==> src/rtl/bcs_pkg.sv <==
package bcs_pkg;

    typedef enum logic [2:0] {
        K_INTA  = 3'd0,
        K_IORD  = 3'd1,
        K_IOWR  = 3'd2,
        K_HALT  = 3'd3,
        K_MEMRD = 3'd4,
        K_MEMWR = 3'd5,
        K_FETCH = 3'd6,
        K_SPARE = 3'd7
    } req_kind_e;

    typedef enum logic [1:0] {
        S_IDLE  = 2'd0,
        S_CYCLE = 2'd1,
        S_HALT  = 2'd2,
        S_HOLD  = 2'd3
    } seq_state_e;

    localparam logic [3:0] ST_INTA  = 4'b0000;
    localparam logic [3:0] ST_IORD  = 4'b0101;
    localparam logic [3:0] ST_IOWR  = 4'b0110;
    localparam logic [3:0] ST_HALT  = 4'b1000;
    localparam logic [3:0] ST_MEMRD = 4'b1001;
    localparam logic [3:0] ST_MEMWR = 4'b1010;
    localparam logic [3:0] ST_FETCH = 4'b1101;
    localparam logic [3:0] ST_IDLE  = 4'b1111;

    function automatic logic kind_is_write(input req_kind_e k);
        return (k == K_IOWR) || (k == K_MEMWR);
    endfunction

    function automatic logic kind_is_read(input req_kind_e k);
        return (k != K_HALT) && !kind_is_write(k);
    endfunction

endpackage

==> src/rtl/bcs_hold_qual.sv <==
module bcs_hold_qual #(
    parameter int HOLD_MIN = 3
) (
    input  logic clk,
    input  logic rst_n,
    input  logic hold_req,
    output logic hold_valid
);
    localparam int CW = $clog2(HOLD_MIN + 1);
    localparam logic [CW-1:0] CMAX = CW'(HOLD_MIN);

    logic [CW-1:0] run_cnt;

    always_ff @(posedge clk) begin
        if (!rst_n) begin
            run_cnt <= '0;
        end else if (!hold_req) begin
            run_cnt <= '0;
        end else if (run_cnt != CMAX) begin
            run_cnt <= run_cnt + 1'b1;
        end
    end

    assign hold_valid = (run_cnt == CMAX);

    // qualification needs the request high on the two latest edges at least
    p_qual_min_r5: assert property (@(posedge clk) disable iff (!rst_n)
        $rose(hold_valid) |-> ($past(hold_req) && $past(hold_req, 2)));

endmodule

==> src/rtl/bcs_status_enc.sv <==
module bcs_status_enc
    import bcs_pkg::*;
(
    input  logic       clk,
    input  logic       rst_n,
    input  seq_state_e state,
    input  req_kind_e  cur_kind,
    output logic [3:0] status,
    output logic       rd_n,
    output logic       wr_n,
    output logic       cyc
);
    always_comb begin
        status = ST_IDLE;
        rd_n   = 1'b1;
        wr_n   = 1'b1;
        cyc    = 1'b0;
        unique case (state)
            S_IDLE:  status = ST_IDLE;
            S_HOLD:  status = ST_IDLE;
            S_HALT:  status = ST_HALT;
            S_CYCLE: begin
                cyc  = 1'b1;
                rd_n = !kind_is_read(cur_kind);
                wr_n = !kind_is_write(cur_kind);
                unique case (cur_kind)
                    K_INTA:  status = ST_INTA;
                    K_IORD:  status = ST_IORD;
                    K_IOWR:  status = ST_IOWR;
                    K_HALT:  status = ST_HALT;
                    K_MEMRD: status = ST_MEMRD;
                    K_MEMWR: status = ST_MEMWR;
                    K_FETCH: status = ST_FETCH;
                    K_SPARE: status = ST_FETCH;
                    default: status = ST_FETCH;
                endcase
            end
            default: status = ST_IDLE;
        endcase
    end

    // only the eight defined codes ever reach the bus
    p_legal_code_r1: assert property (@(posedge clk) disable iff (!rst_n)
        (status == ST_INTA)  || (status == ST_IORD)  || (status == ST_IOWR) ||
        (status == ST_HALT)  || (status == ST_MEMRD) || (status == ST_MEMWR) ||
        (status == ST_FETCH) || (status == ST_IDLE));

    // the two strobes are never active together
    p_strobe_excl_r10: assert property (@(posedge clk) disable iff (!rst_n)
        rd_n || wr_n);

endmodule

==> src/rtl/bcs_fsm.sv <==
module bcs_fsm
    import bcs_pkg::*;
#(
    parameter int              ADDR_W     = 20,
    parameter int              DATA_W     = 16,
    parameter logic [ADDR_W-1:0] RESET_ADDR = '1
) (
    input  logic              clk,
    input  logic              rst_n,
    input  logic              req_valid,
    input  req_kind_e         req_kind,
    input  logic [ADDR_W-1:0] req_addr,
    input  logic [DATA_W-1:0] req_wdata,
    input  logic              req_lock,
    input  logic              bus_ready_n,
    input  logic [DATA_W-1:0] bus_rdata,
    input  logic              hold_req,
    input  logic              hold_valid,
    output seq_state_e        state,
    output req_kind_e         cur_kind,
    output logic [ADDR_W-1:0] cur_addr,
    output logic [DATA_W-1:0] cur_wdata,
    output logic              cur_lock,
    output logic              req_take,
    output logic              rsp_done,
    output logic [DATA_W-1:0] rsp_rdata
);
    seq_state_e state_nx;
    logic       halt_req;
    logic       cyc_end;

    assign halt_req = req_valid && (req_kind == K_HALT);
    assign cyc_end  = (state == S_CYCLE) && !bus_ready_n;
    assign req_take = (state == S_IDLE) && !hold_valid && req_valid && !halt_req;

    // state register
    always_ff @(posedge clk) begin
        if (!rst_n) state <= S_CYCLE;
        else        state <= state_nx;
    end

    // next state
    always_comb begin
        state_nx = state;
        unique case (state)
            S_IDLE: begin
                if (hold_valid)     state_nx = S_HOLD;
                else if (halt_req)  state_nx = S_HALT;
                else if (req_valid) state_nx = S_CYCLE;
            end
            S_CYCLE: if (!bus_ready_n) state_nx = S_IDLE;
            S_HALT: begin
                if (hold_valid)     state_nx = S_HOLD;
                else if (!halt_req) state_nx = S_IDLE;
            end
            S_HOLD: if (!hold_req) state_nx = S_IDLE;
            default: state_nx = S_IDLE;
        endcase
    end

    // cycle context and response registers
    always_ff @(posedge clk) begin
        if (!rst_n) begin
            cur_kind  <= K_FETCH;
            cur_addr  <= RESET_ADDR;
            cur_wdata <= '0;
            cur_lock  <= 1'b0;
            rsp_done  <= 1'b0;
            rsp_rdata <= '0;
        end else begin
            rsp_done <= cyc_end;
            if (cyc_end && kind_is_read(cur_kind)) rsp_rdata <= bus_rdata;
            if (req_take) begin
                cur_kind  <= req_kind;
                cur_addr  <= req_addr;
                cur_wdata <= req_wdata;
                cur_lock  <= req_lock;
            end
        end
    end

    // a running cycle is never followed directly by hold
    p_no_cut_r3: assert property (@(posedge clk) disable iff (!rst_n)
        (state == S_CYCLE) |=> (state != S_HOLD));

    // a not-ready sample keeps the cycle going
    p_stretch_r2: assert property (@(posedge clk) disable iff (!rst_n)
        ((state == S_CYCLE) && bus_ready_n) |=> (state == S_CYCLE));

    // the done pulse never lasts two clocks
    p_done_pulse_r9: assert property (@(posedge clk) disable iff (!rst_n)
        rsp_done |=> !rsp_done);

    // while hold lasts nothing is accepted
    p_stall_r4: assert property (@(posedge clk) disable iff (!rst_n)
        (state == S_HOLD) |-> !req_take);

endmodule

==> src/rtl/bus_cycle_seq.sv <==
module bus_cycle_seq
    import bcs_pkg::*;
#(
    parameter int                ADDR_W     = 20,
    parameter int                DATA_W     = 16,
    parameter int                HOLD_MIN   = 3,
    parameter logic [ADDR_W-1:0] RESET_ADDR = 20'hFFFF0
) (
    input  logic              clk,
    input  logic              rst_n,
    input  logic              req_valid,
    input  logic [2:0]        req_kind,
    input  logic [ADDR_W-1:0] req_addr,
    input  logic [DATA_W-1:0] req_wdata,
    input  logic              req_lock,
    output logic              req_take,
    output logic              rsp_done,
    output logic [DATA_W-1:0] rsp_rdata,
    output logic [3:0]        bus_status,
    output logic [ADDR_W-1:0] bus_addr,
    output logic [DATA_W-1:0] bus_wdata,
    output logic              bus_rd_n,
    output logic              bus_wr_n,
    input  logic              bus_ready_n,
    input  logic [DATA_W-1:0] bus_rdata,
    output logic              bus_lock_n,
    input  logic              hold_req,
    output logic              hold_ack
);
    seq_state_e state;
    req_kind_e  cur_kind;
    logic       cur_lock;
    logic       hold_valid;
    logic       cyc;

    bcs_hold_qual #(.HOLD_MIN(HOLD_MIN)) u_qual (
        .clk        (clk),
        .rst_n      (rst_n),
        .hold_req   (hold_req),
        .hold_valid (hold_valid)
    );

    bcs_fsm #(
        .ADDR_W     (ADDR_W),
        .DATA_W     (DATA_W),
        .RESET_ADDR (RESET_ADDR)
    ) u_fsm (
        .clk         (clk),
        .rst_n       (rst_n),
        .req_valid   (req_valid),
        .req_kind    (req_kind_e'(req_kind)),
        .req_addr    (req_addr),
        .req_wdata   (req_wdata),
        .req_lock    (req_lock),
        .bus_ready_n (bus_ready_n),
        .bus_rdata   (bus_rdata),
        .hold_req    (hold_req),
        .hold_valid  (hold_valid),
        .state       (state),
        .cur_kind    (cur_kind),
        .cur_addr    (bus_addr),
        .cur_wdata   (bus_wdata),
        .cur_lock    (cur_lock),
        .req_take    (req_take),
        .rsp_done    (rsp_done),
        .rsp_rdata   (rsp_rdata)
    );

    bcs_status_enc u_enc (
        .clk      (clk),
        .rst_n    (rst_n),
        .state    (state),
        .cur_kind (cur_kind),
        .status   (bus_status),
        .rd_n     (bus_rd_n),
        .wr_n     (bus_wr_n),
        .cyc      (cyc)
    );

    assign bus_lock_n = !(cyc && (cur_lock || (cur_kind == K_INTA)));
    assign hold_ack   = (state == S_HOLD);

    // interrupt acknowledge on the bus always carries lock
    p_lock_inta_r6: assert property (@(posedge clk) disable iff (!rst_n)
        (bus_status == ST_INTA) |-> !bus_lock_n);

    // during hold the status is idle and lock released
    p_hold_idle_r4: assert property (@(posedge clk) disable iff (!rst_n)
        hold_ack |-> ((bus_status == ST_IDLE) && bus_lock_n && bus_rd_n && bus_wr_n));

    // a stretched cycle keeps its status and address
    p_stable_r2: assert property (@(posedge clk) disable iff (!rst_n)
        (cyc && bus_ready_n) |=> ($stable(bus_status) && $stable(bus_addr)));

endmodule

==> config.mk <==
export PLATFORM = sky130hd
export DESIGN_NAME = bus_cycle_seq
export DESIGN_NICKNAME = d
export VERILOG_FILES = /design/src/rtl/bcs_pkg.sv /design/src/rtl/bcs_hold_qual.sv /design/src/rtl/bcs_status_enc.sv /design/src/rtl/bcs_fsm.sv /design/src/rtl/bus_cycle_seq.sv
export SDC_FILE = /design/constraint.sdc
export NUM_CORES = 1
export LEC_CHECK = 0
export BUFFER_PORTS_ARGS = -buffer_cell sky130_fd_sc_hd__buf_2
export CAP_MARGIN = 20
export CORE_ASPECT_RATIO = 0.75
export CORE_MARGIN = 3
export CORE_UTILIZATION = 30
export CTS_BUF_LIST = sky130_fd_sc_hd__clkbuf_16
export CTS_CLUSTER_DIAMETER = 80
export DETAILED_ROUTE_END_ITERATION = 12
export GPL_TIMING_DRIVEN = 1
export MAX_ROUTING_LAYER = met4
export PLACE_DENSITY = 0.56
export SLEW_MARGIN = 5
export SYNTH_ARGS = -nofsm -noshare
export SYNTH_HDL_FRONTEND = slang
export SYNTH_HIERARCHICAL = 1
export SYNTH_SLANG_ARGS = --single-unit
==> constraint.sdc <==
create_clock -name clk -period 2.3 [get_ports clk]
set_clock_uncertainty 0.1 [all_clocks]
set_input_delay 0.23 -clock clk [delete_from_list [all_inputs] [get_ports clk]]
set_output_delay 0.23 -clock clk [all_outputs]
set_load 0.1 [all_outputs]
# ---- Word-level counts from Yosys, hierarchy flattened
# Memory sizes are Yosys's and may differ from the RTL's. A register that Yosys moved wholly into a read port is not among the register bits.
# Index checks and enable logic that the tools add are counted.
dict set report word_totals {
  register_bits 61
  latch_bits 0
  mem_bits_rw 0
  rom_bits 32
  inputBits 61
  word_cells 58
  memories 1
}
# memory depth word_bits read_ports rd_ports_with_merged_regs write_ports line_no
set mem_list {}
lappend mem_list {{(no name shown)} 8 4 1 1 0 bcs_status_enc.sv:26} ;# unique case (cur_kind)
dict set report classes {
  n_addsub 1
  n_mul 0
  div 0
  order_cmp 0
  n_eq_ne 13
  shifts 0
  n_mux 14
  bitwise_logic 0
  n_reduce_logical 21
}
# operator count
set op_table {}
lappend op_table {{$mux 2} 7}
lappend op_table {{$pmux 4 s3} 1}
lappend op_table {{$logic_and 1x1->1} 8}
lappend op_table {{$pmux 2 s4} 1}
lappend op_table {{$eq 2x2->1 const B} 3}
lappend op_table {{$eq 3x2->1 const B} 2}
lappend op_table {{$logic_not 1->1} 6}
lappend op_table {{$mux 3} 2}
lappend op_table {{$ne 2x2->1 const B} 3}
lappend op_table {{$ne 4x4->1 const B} 1}
lappend op_table {{$reduce_and 4->1} 1}
lappend op_table {{$eq 3x3->1 const B} 1}
lappend op_table {{$logic_not 3->1} 1}
lappend op_table {{$mux 1} 3}
lappend op_table {{$ne 3x2->1 const B} 1}
lappend op_table {{$ne 3x3->1 const B} 1}
lappend op_table {{$add 2x1->2 const B} 1}
lappend op_table {{$eq 2x1->1 const B} 1}
lappend op_table {{$logic_not 2->1} 1}
lappend op_table {{$logic_or 1x1->1} 2}
lappend op_table {{$reduce_and 2->1} 1}
lappend op_table {{$reduce_or 2->1} 1}

# ---- Logic depth before layout (Yosys ltp)
# Gate-level depths: netlist of the first run.
dict set report logic_depth {
  ltp_word 7
  ltp_mapped 6
}

# ---- By module
# Netlist of the first run, hierarchy kept.
# mod instances cells_each area_per_inst_um2
set by_module_without_submodules {}
lappend by_module_without_submodules {bcs_fsm 1 318 2740.1}
lappend by_module_without_submodules {bcs_status_enc 1 26 181.4}
lappend by_module_without_submodules {bcs_hold_qual 1 9 95.1}
lappend by_module_without_submodules {bus_cycle_seq 1 3 16.3}

# ---- Worst setup path after synthesis of the first run
# OpenSTA, ideal clock, no wires.
dict set report synth_timing {
  kind {reg-to-output}
  startpoint {register u_fsm/cur_kind[0] (netlist name)}
  endpoint {output bus_status[2]}
  t_arrival_ns 2.632
  path_slack_ns -0.662
  path_stages_with_launch 5
  path_buffers 0
  cell_sequence {dfxtp_1 inv_1 ha_1 or2_1 a31oi_1}
}
# item line_no
set synth_lines {}
lappend synth_lines {{end: declaration} bus_cycle_seq.sv:19} ;# output logic [3:0] bus_status,

==> results.txt, run 1 <==
Status: complete, no violations
Crit Reg-Reg Startpoint: u_fsm/cur_kind[2]
Seq pwr share: 32.2%
Switch share: 36.27%
Tot Pwr: 3.646 mW
Ys flop type: dfxtp_1
Startpoint Class: flop
Layout cells sized above 1: 34.03%
Max incr delay on CP: 470 ps
Fin cells: 608
Insertion delay to the later sink of the worst-skew pair: 320 ps
Initial Util: 31.15%
Avg Inst Size Synth: 8.519 sq um
Post-DRT Antenna Nets: 0
Setup repair after global routing missed its margin: no
Clock slew seen by the registers of the worst setup and hold paths: 50 ps
CP Capture Type: primary output
Syn Nets: 425
Clock buffer depth: 2
Cell family with most CP delay: flip-flops
GRT overflow: 0
Final number of hold-violating endpoints: 0
Die Span X: 122.1 microns
Min Clock Period, post-route: 2177 ps
Register area share after synthesis: 40.26%
Crit path from: u_fsm/cur_kind[0]
Nets: 540
Cell row count: 31
CTS-repair resized insts: 0
Clock Power Share: 38.4%
Via density: 4.607
GP Congestion: 0.7999
Combinational share of power: 29.3%
CTS HTree Levels: 3
Crit-path slowest cell: dfxtp_1
Yosys warning count: 6
Area Overhead vs Synth: 37.17%
CTS tree: done
CTS sink count: 61
Post-synth EDFFs: 0
Worst Path Buf+Inv: 2
Die H: 93.08 microns
Max-cap violations: 0
Worst vdd ir: 416.3 uV
Reg2reg path depth: 3
Internal Power: 2.323 mW
PortBufs: 122
Sw power: 1.323 mW
Hold_sp: req_wdata[8]
Vias in the first global route: 2663
Io pins: 123
Initial antenna violation count: 0
Min Hold Slack: 43.42 ps
Hold-fix buffers, CTS: 0
Post-route DRC: 0
DR vias: 2801
Relative slew slack: 40.82%
Area of the mapped netlist: 0.003033 sq mm
Slew Viols, Final: 0
Pre-antenna DRT Iters: 4
Final wirelength: 8.273 mm
P_leak: 1.919 nW
Gr usage total: 15.20%
Fin util: 42.73%
Min-delay worst type: in2reg
Pwr/cell area: 876.4 mW/mm^2
HPWL Detailed: 5.617 mm
Setup Buffers After CTS: 0
Register-to-register setup slack: 420 ps
Largest net degree at the start of global routing: 42
Final period util: 94.67%
CTS buffer count: 9
Crit path depth: 5
First-iteration detailed-routing DRC count: 209
Cells after Synth: 356
Worst Tran Pin Value: 884.4 ps
Die area: 0.01136 sq mm
CTS root buf: clkbuf_16
First-pass GRT wire length: 13.29 mm
CP Class: reg2out
Yosys reg bits: 61
Placed Instances: 592
Worst EP required: 1970 ps
Setup-failing EPs final: 0
Crit path cell chain: inv_1 -> ha_1 -> or2_1 -> a31oi_2 -> buf_12
CP Max Fanout: 8
Arrival time at the worst endpoint: 1850 ps
Library cells used by synthesis: 33
Async SR Flop Fraction: 0%
Hold Path Depth: 3
Achievable frequency: 459.3 MHz
Core area: 0.009736 sq mm
Antenna Cells: 0
WL/cell: 13.61 microns
-- synth_stat cells, types with 2 or more instances --
| cell type | number | area share (%) |
|---|---|---|
| nand2_1 | 64 | 7.9 |
| o21ai_1 | 2 | 0.33 |
| nor3_1 | 8 | 1.3 |
| inv_1 | 21 | 2.6 |
| nand2b_1 | 6 | 1.2 |
| a21oi_1 | 2 | 0.33 |
| clkbuf_1 | 15 | 1.9 |
| nor2_1 | 42 | 5.2 |
| a31o_2 | 2 | 0.58 |
| buf_6 | 5 | 1.9 |
| mux2i_1 | 42 | 14 |
| dfxtp_1 | 61 | 40 |
| and3_1 | 15 | 3.1 |
| o31a_1 | 15 | 4.3 |
| ha_1 | 8 | 3.3 |
| nor3_2 | 9 | 3.0 |
| a31oi_1 | 17 | 3.5 |
| buf_2 | 5 | 0.82 |
| nor2b_1 | 3 | 0.62 |
-- layout make-up --
type                       count  area, sq um
sequential                    61         1221
clock buffer                   9        225.2
tap                          132        165.2
inverter                      21        78.83
clock inverter                 7        81.33
fill                         979         5575
timing repair buffer         131        783.3
multi-input combinational    247         1605
-- power by group through the flow --
stage / clock (mW) / sequential (mW) / combinational [mW]
final: 1.40 / 1.18 / 1.07
after global placement: 0 / 1.19 / 1.06
after global routing: 1.50 / 1.19 / 1.12
after CTS: 1.45 / 1.18 / 1.07
after detailed placement: 0 / 1.20 / 1.07
after floorplan: 0 / 1.60 / 0.434
-- registers in the layout, summed over array words and instances (netlist names) --
name	flops
u_fsm/cur_addr	20
u_fsm/cur_wdata	16
u_fsm/rsp_rdata	16
u_fsm/cur_kind	3
u_fsm/state	2
u_qual/run_cnt	2
u_fsm/cur_lock	1
u_fsm/rsp_done	1
-- cells in the final DEF, fill, tap and decap left out, types with 2 or more instances in the layout --
cell and instances:
a31o_2 2, a31oi_1 15, a31oi_2 2, and3_1 15
buf_12 7, buf_2 115, buf_4 8, bufinv_16 2
clkbuf_16 9, clkinv_1 2, clkinv_2 2, dfxtp_1 61
ha_1 8, inv_1 22, mux2i_1 42, nand2_1 64
nand2b_1 6, nor2_1 42, nor2b_1 2, nor3_1 8
nor3_2 9, o31a_1 15
-- cell families (layout without fill, tap and decap cells) --
| logic type | after synthesis | in the layout | synth area share (%) |
|---|---|---|---|
| XOR/XNOR | 1 | 1 | 0.2888 |
| AO/OA/AOI/OAI | 41 | 41 | 9.819 |
| AND/OR/NAND/NOR | 155 | 155 | 24.92 |
| buffers and inverters | 48 | 168 | 7.549 |
| multiplexers | 42 | 42 | 13.86 |
| adder cells (fa/ha/maj) | 8 | 8 | 3.300 |
| flip-flops | 61 | 61 | 40.26 |
-- metal layers --
metal,global-route usage [%],part of all wire (%),vias to the layer above
li1,-,-,1429
met5,-,0,-
met3,4.837,7.2,10
met2,21.74,44,91
met1,20.32,48,1271
met4,5.126,1.4,0
-- worst paths after layout --
kind | end
min reg2reg | u_fsm/cur_wdata[2]
max reg2reg | u_fsm/rsp_rdata[6]
max | bus_status[2]
min | u_fsm/cur_wdata[8]
-- metrics by stage --
stage / TNS, ps / area [sq um] / worst slack (ps)
after floorplan: -0.6428 / 3053 / -0.6428
after global placement: 0 / 3849 / 447.2
after detailed placement: 0 / 3849 / 430.2
after CTS: 0 / 4155 / 66.30
after global routing: 0 / 4160 / 1.724
final: 0 / 4160 / 122.6
-- tightest hold or removal path, delay by kind of cell --
family	cells	cell delay [ps]
simple gates	1	40
mux	1	50
buf+inv	1	90
Note: power is estimated with default switching activity, not from simulation.
==> run 2: changes to the inputs <==
Settings changed: PLACE_DENSITY 0.56 to 0.55.
==> run 2 against run 1 <==
Final cell count is 0.33% higher; die area unchanged; flip-flop and latch count did not move; count of clock-buffer cells in the layout unchanged; first-iteration DRC count shrank 19%; wire length is 1.1% higher; via count grew 2.2%; critical endpoint is now bus_lock_n.
==> results.txt, run 2 (synthesis results as in run 1) <==
Setup Buffers After CTS: 0 (unchanged)
Worst Tran Pin Value: 921.1 ps (was 884.4 ps)
Fin area: 0.004225 sq mm (was 0.004160 sq mm)
Register-to-register setup slack: 310 ps (was 420 ps)
DR vias: 2862 (was 2801)
GP Congestion: 0.8061 (was 0.7999)
Setup-failing EPs final: 0 (unchanged)
Largest net degree at the start of global routing: 40 (was 42)
Relative slew slack: 38.37% (was 40.82%)
R2R Path End: u_fsm/rsp_rdata[11] (was u_fsm/rsp_rdata[6])
Min-delay worst type: in2reg (unchanged)
Io pins: 123 (unchanged)
Min Clock Period, post-route: 2168 ps (was 2177 ps)
Largest register FFs: 20 (unchanged)
Arrival time at the worst endpoint: 1840 ps (was 1850 ps)
Cell row count: 31 (unchanged)
Die H: 93.08 microns (unchanged)
Nets: 541 (was 540)
CP Capture Type: primary output (unchanged)
P_leak: 1.944 nW (was 1.919 nW)
Slew Viols, Final: 0 (unchanged)
Initial antenna violation count: 1 (was 0)
Crit-path slowest cell: dfxtp_1 (unchanged)
Cell family with most CP delay: flip-flops (unchanged)
Clock buffer depth: 2 (unchanged)
First-pass GRT wire length: 13.12 mm (was 13.29 mm)
GRT overflow: 0 (unchanged)
Status: complete, no violations (unchanged)
Final number of hold-violating endpoints: 0 (unchanged)
Pre-antenna DRT Iters: 4 (unchanged)
Max incr delay on CP: 780 ps (was 470 ps)
Die area: 0.01136 sq mm (unchanged)
Via density: 4.692 (was 4.607)
Post-route DRC: 0 (unchanged)
Die Span X: 122.1 microns (unchanged)
Top flop regs: u_fsm/cur_addr: 20 flops, u_fsm/cur_wdata: 16 flops, u_fsm/rsp_rdata: 16 flops (unchanged)
Final wirelength: 8.367 mm (was 8.273 mm)
CTS sink count: 61 (unchanged)
Achievable frequency: 461.3 MHz (was 459.3 MHz)
Crit Reg-Reg Startpoint: u_fsm/cur_kind[2] (unchanged)
Reg2reg path depth: 3 (unchanged)
Crit path depth: 3 (was 5)
CP Capture Point: bus_lock_n (was bus_status[2])
Area Overhead vs Synth: 39.32% (was 37.17%)
CTS buffer count: 9 (unchanged)
Worst Path Buf+Inv: 1 (was 2)
Pwr/cell area: 924.6 mW/mm^2 (was 876.4 mW/mm^2)
Most flop-heavy register: u_fsm/cur_addr (unchanged)
Layout cells sized above 1: 34.38% (was 34.03%)
Initial Util: 31.15% (unchanged)
First-iteration detailed-routing DRC count: 169 (was 209)
CTS root buf: clkbuf_16 (unchanged)
Setup repair after global routing missed its margin: no (unchanged)
Clock slew seen by the registers of the worst setup and hold paths: 50 ps (about the same)
Max-cap violations: 0 (unchanged)
Post-Route Setup TNS: 0 ps (unchanged)
PortBufs: 122 (unchanged)
Final period util: 94.26% (was 94.67%)
Worst EP required: 1970 ps (about the same)
Fin util: 43.40% (was 42.73%)
HPWL Detailed: 5.825 mm (was 5.617 mm)
CP Max Fanout: 21 (was 8)
Crit path cell chain: nor3_1 -> o21ai_1 -> buf_2 (was inv_1 -> ha_1 -> or2_1 -> a31oi_2 -> buf_12)
CTS tree: done (unchanged)
CP Class: reg2out (unchanged)
Startpoint Class: flop (unchanged)
Post-DRT Antenna Nets: 0 (unchanged)
CTS HTree Levels: 3 (unchanged)
Vias in the first global route: 2711 (was 2663)
WL/cell: 13.72 microns (was 13.61 microns)
Gr usage total: 14.89% (was 15.20%)
Insertion delay to the later sink of the worst-skew pair: 330 ps (was 320 ps)
Placed cell area: 0.003856 sq mm (was 0.003849 sq mm)
Crit path from: u_fsm/cur_kind[2] (was u_fsm/cur_kind[0])
Commonest non-fill, non-tap cells in the layout: buf_2 (115), nand2_1 (64), dfxtp_1 (61) (unchanged)
Most common cell after layout, fill and taps aside: buf_2 (unchanged)
Worst vdd ir: 350.3 uV (was 416.3 uV)
Core area: 0.009736 sq mm (unchanged)
## run 2: routing by layer
layer  global-route usage, %  wire [microns]  vias to the layer above
met3                   5.320             749                       11
li1                        -               -                     1433
met2                   21.88            3569                      110
met5                       -               0                        -
met1                   19.06            3937                     1308
met4                   5.033             110                        0
## run 2: worst min-delay path by stage
| stage | start | end | slack, ps | depth (start not counted) |
|---|---|---|---|---|
| CTS | req_wdata[2] | u_fsm/cur_wdata[2] | 30 | 3 |
| floorplan | req_lock | u_fsm/cur_lock | 270 | 2 |
| finish | req_wdata[2] | u_fsm/cur_wdata[2] | 40 | 3 |
| detailed placement | u_fsm/cur_addr[1] | u_fsm/cur_addr[1] | 340 | 2 |
| global route | req_wdata[1] | u_fsm/cur_wdata[1] | 40 | 3 |
| global placement | u_fsm/cur_addr[3] | u_fsm/cur_addr[3] | 340 | 2 |
## run 2: what timing repair did
item	CTS	global route
hold buffers	0	0
endpoints found under the setup margin	0	2
resized for setup	0	2
hold endpoints to repair	0	0
## run 2: power by group
part,internal (mW),total (mW),switching [mW]
clock network,1.16,1.66,0.495
logic,0.267,1.07,0.805
registers,1.13,1.18,0.0503
total,2.56,3.91,1.35
## run 2: metrics by stage
| step | hold WS [ps] | worst slack (ps) | cells | power, mW |
|---|---|---|---|---|
| after floorplan | 272.1 | -0.6428 | 356 | 2.037 |
| after global placement | 338.8 | 395.6 | 593 | 2.258 |
| after detailed placement | 342.5 | 333.8 | 593 | 2.270 |
| after CTS | 28.47 | 52.45 | 609 | 3.945 |
| after global routing | 40.06 | 30.71 | 610 | 4.051 |
| final | 41.26 | 132.0 | 610 | 3.907 |
## run 2: layout make-up
type	count	area, sq um
fillers	1037	5510
repair buffers	132	790.8
well taps	132	165.2
clock buffers	9	225.2
flip-flops and latches	61	1221
multi-input cells	247	1605
clock inverters	7	136.4
diodes	1	2.502
inverters	21	78.83
## run 2: tightest hold or removal path, stage by stage
cell and delay (ps):
buf_2 90, nand2_1 40, mux2i_1 50
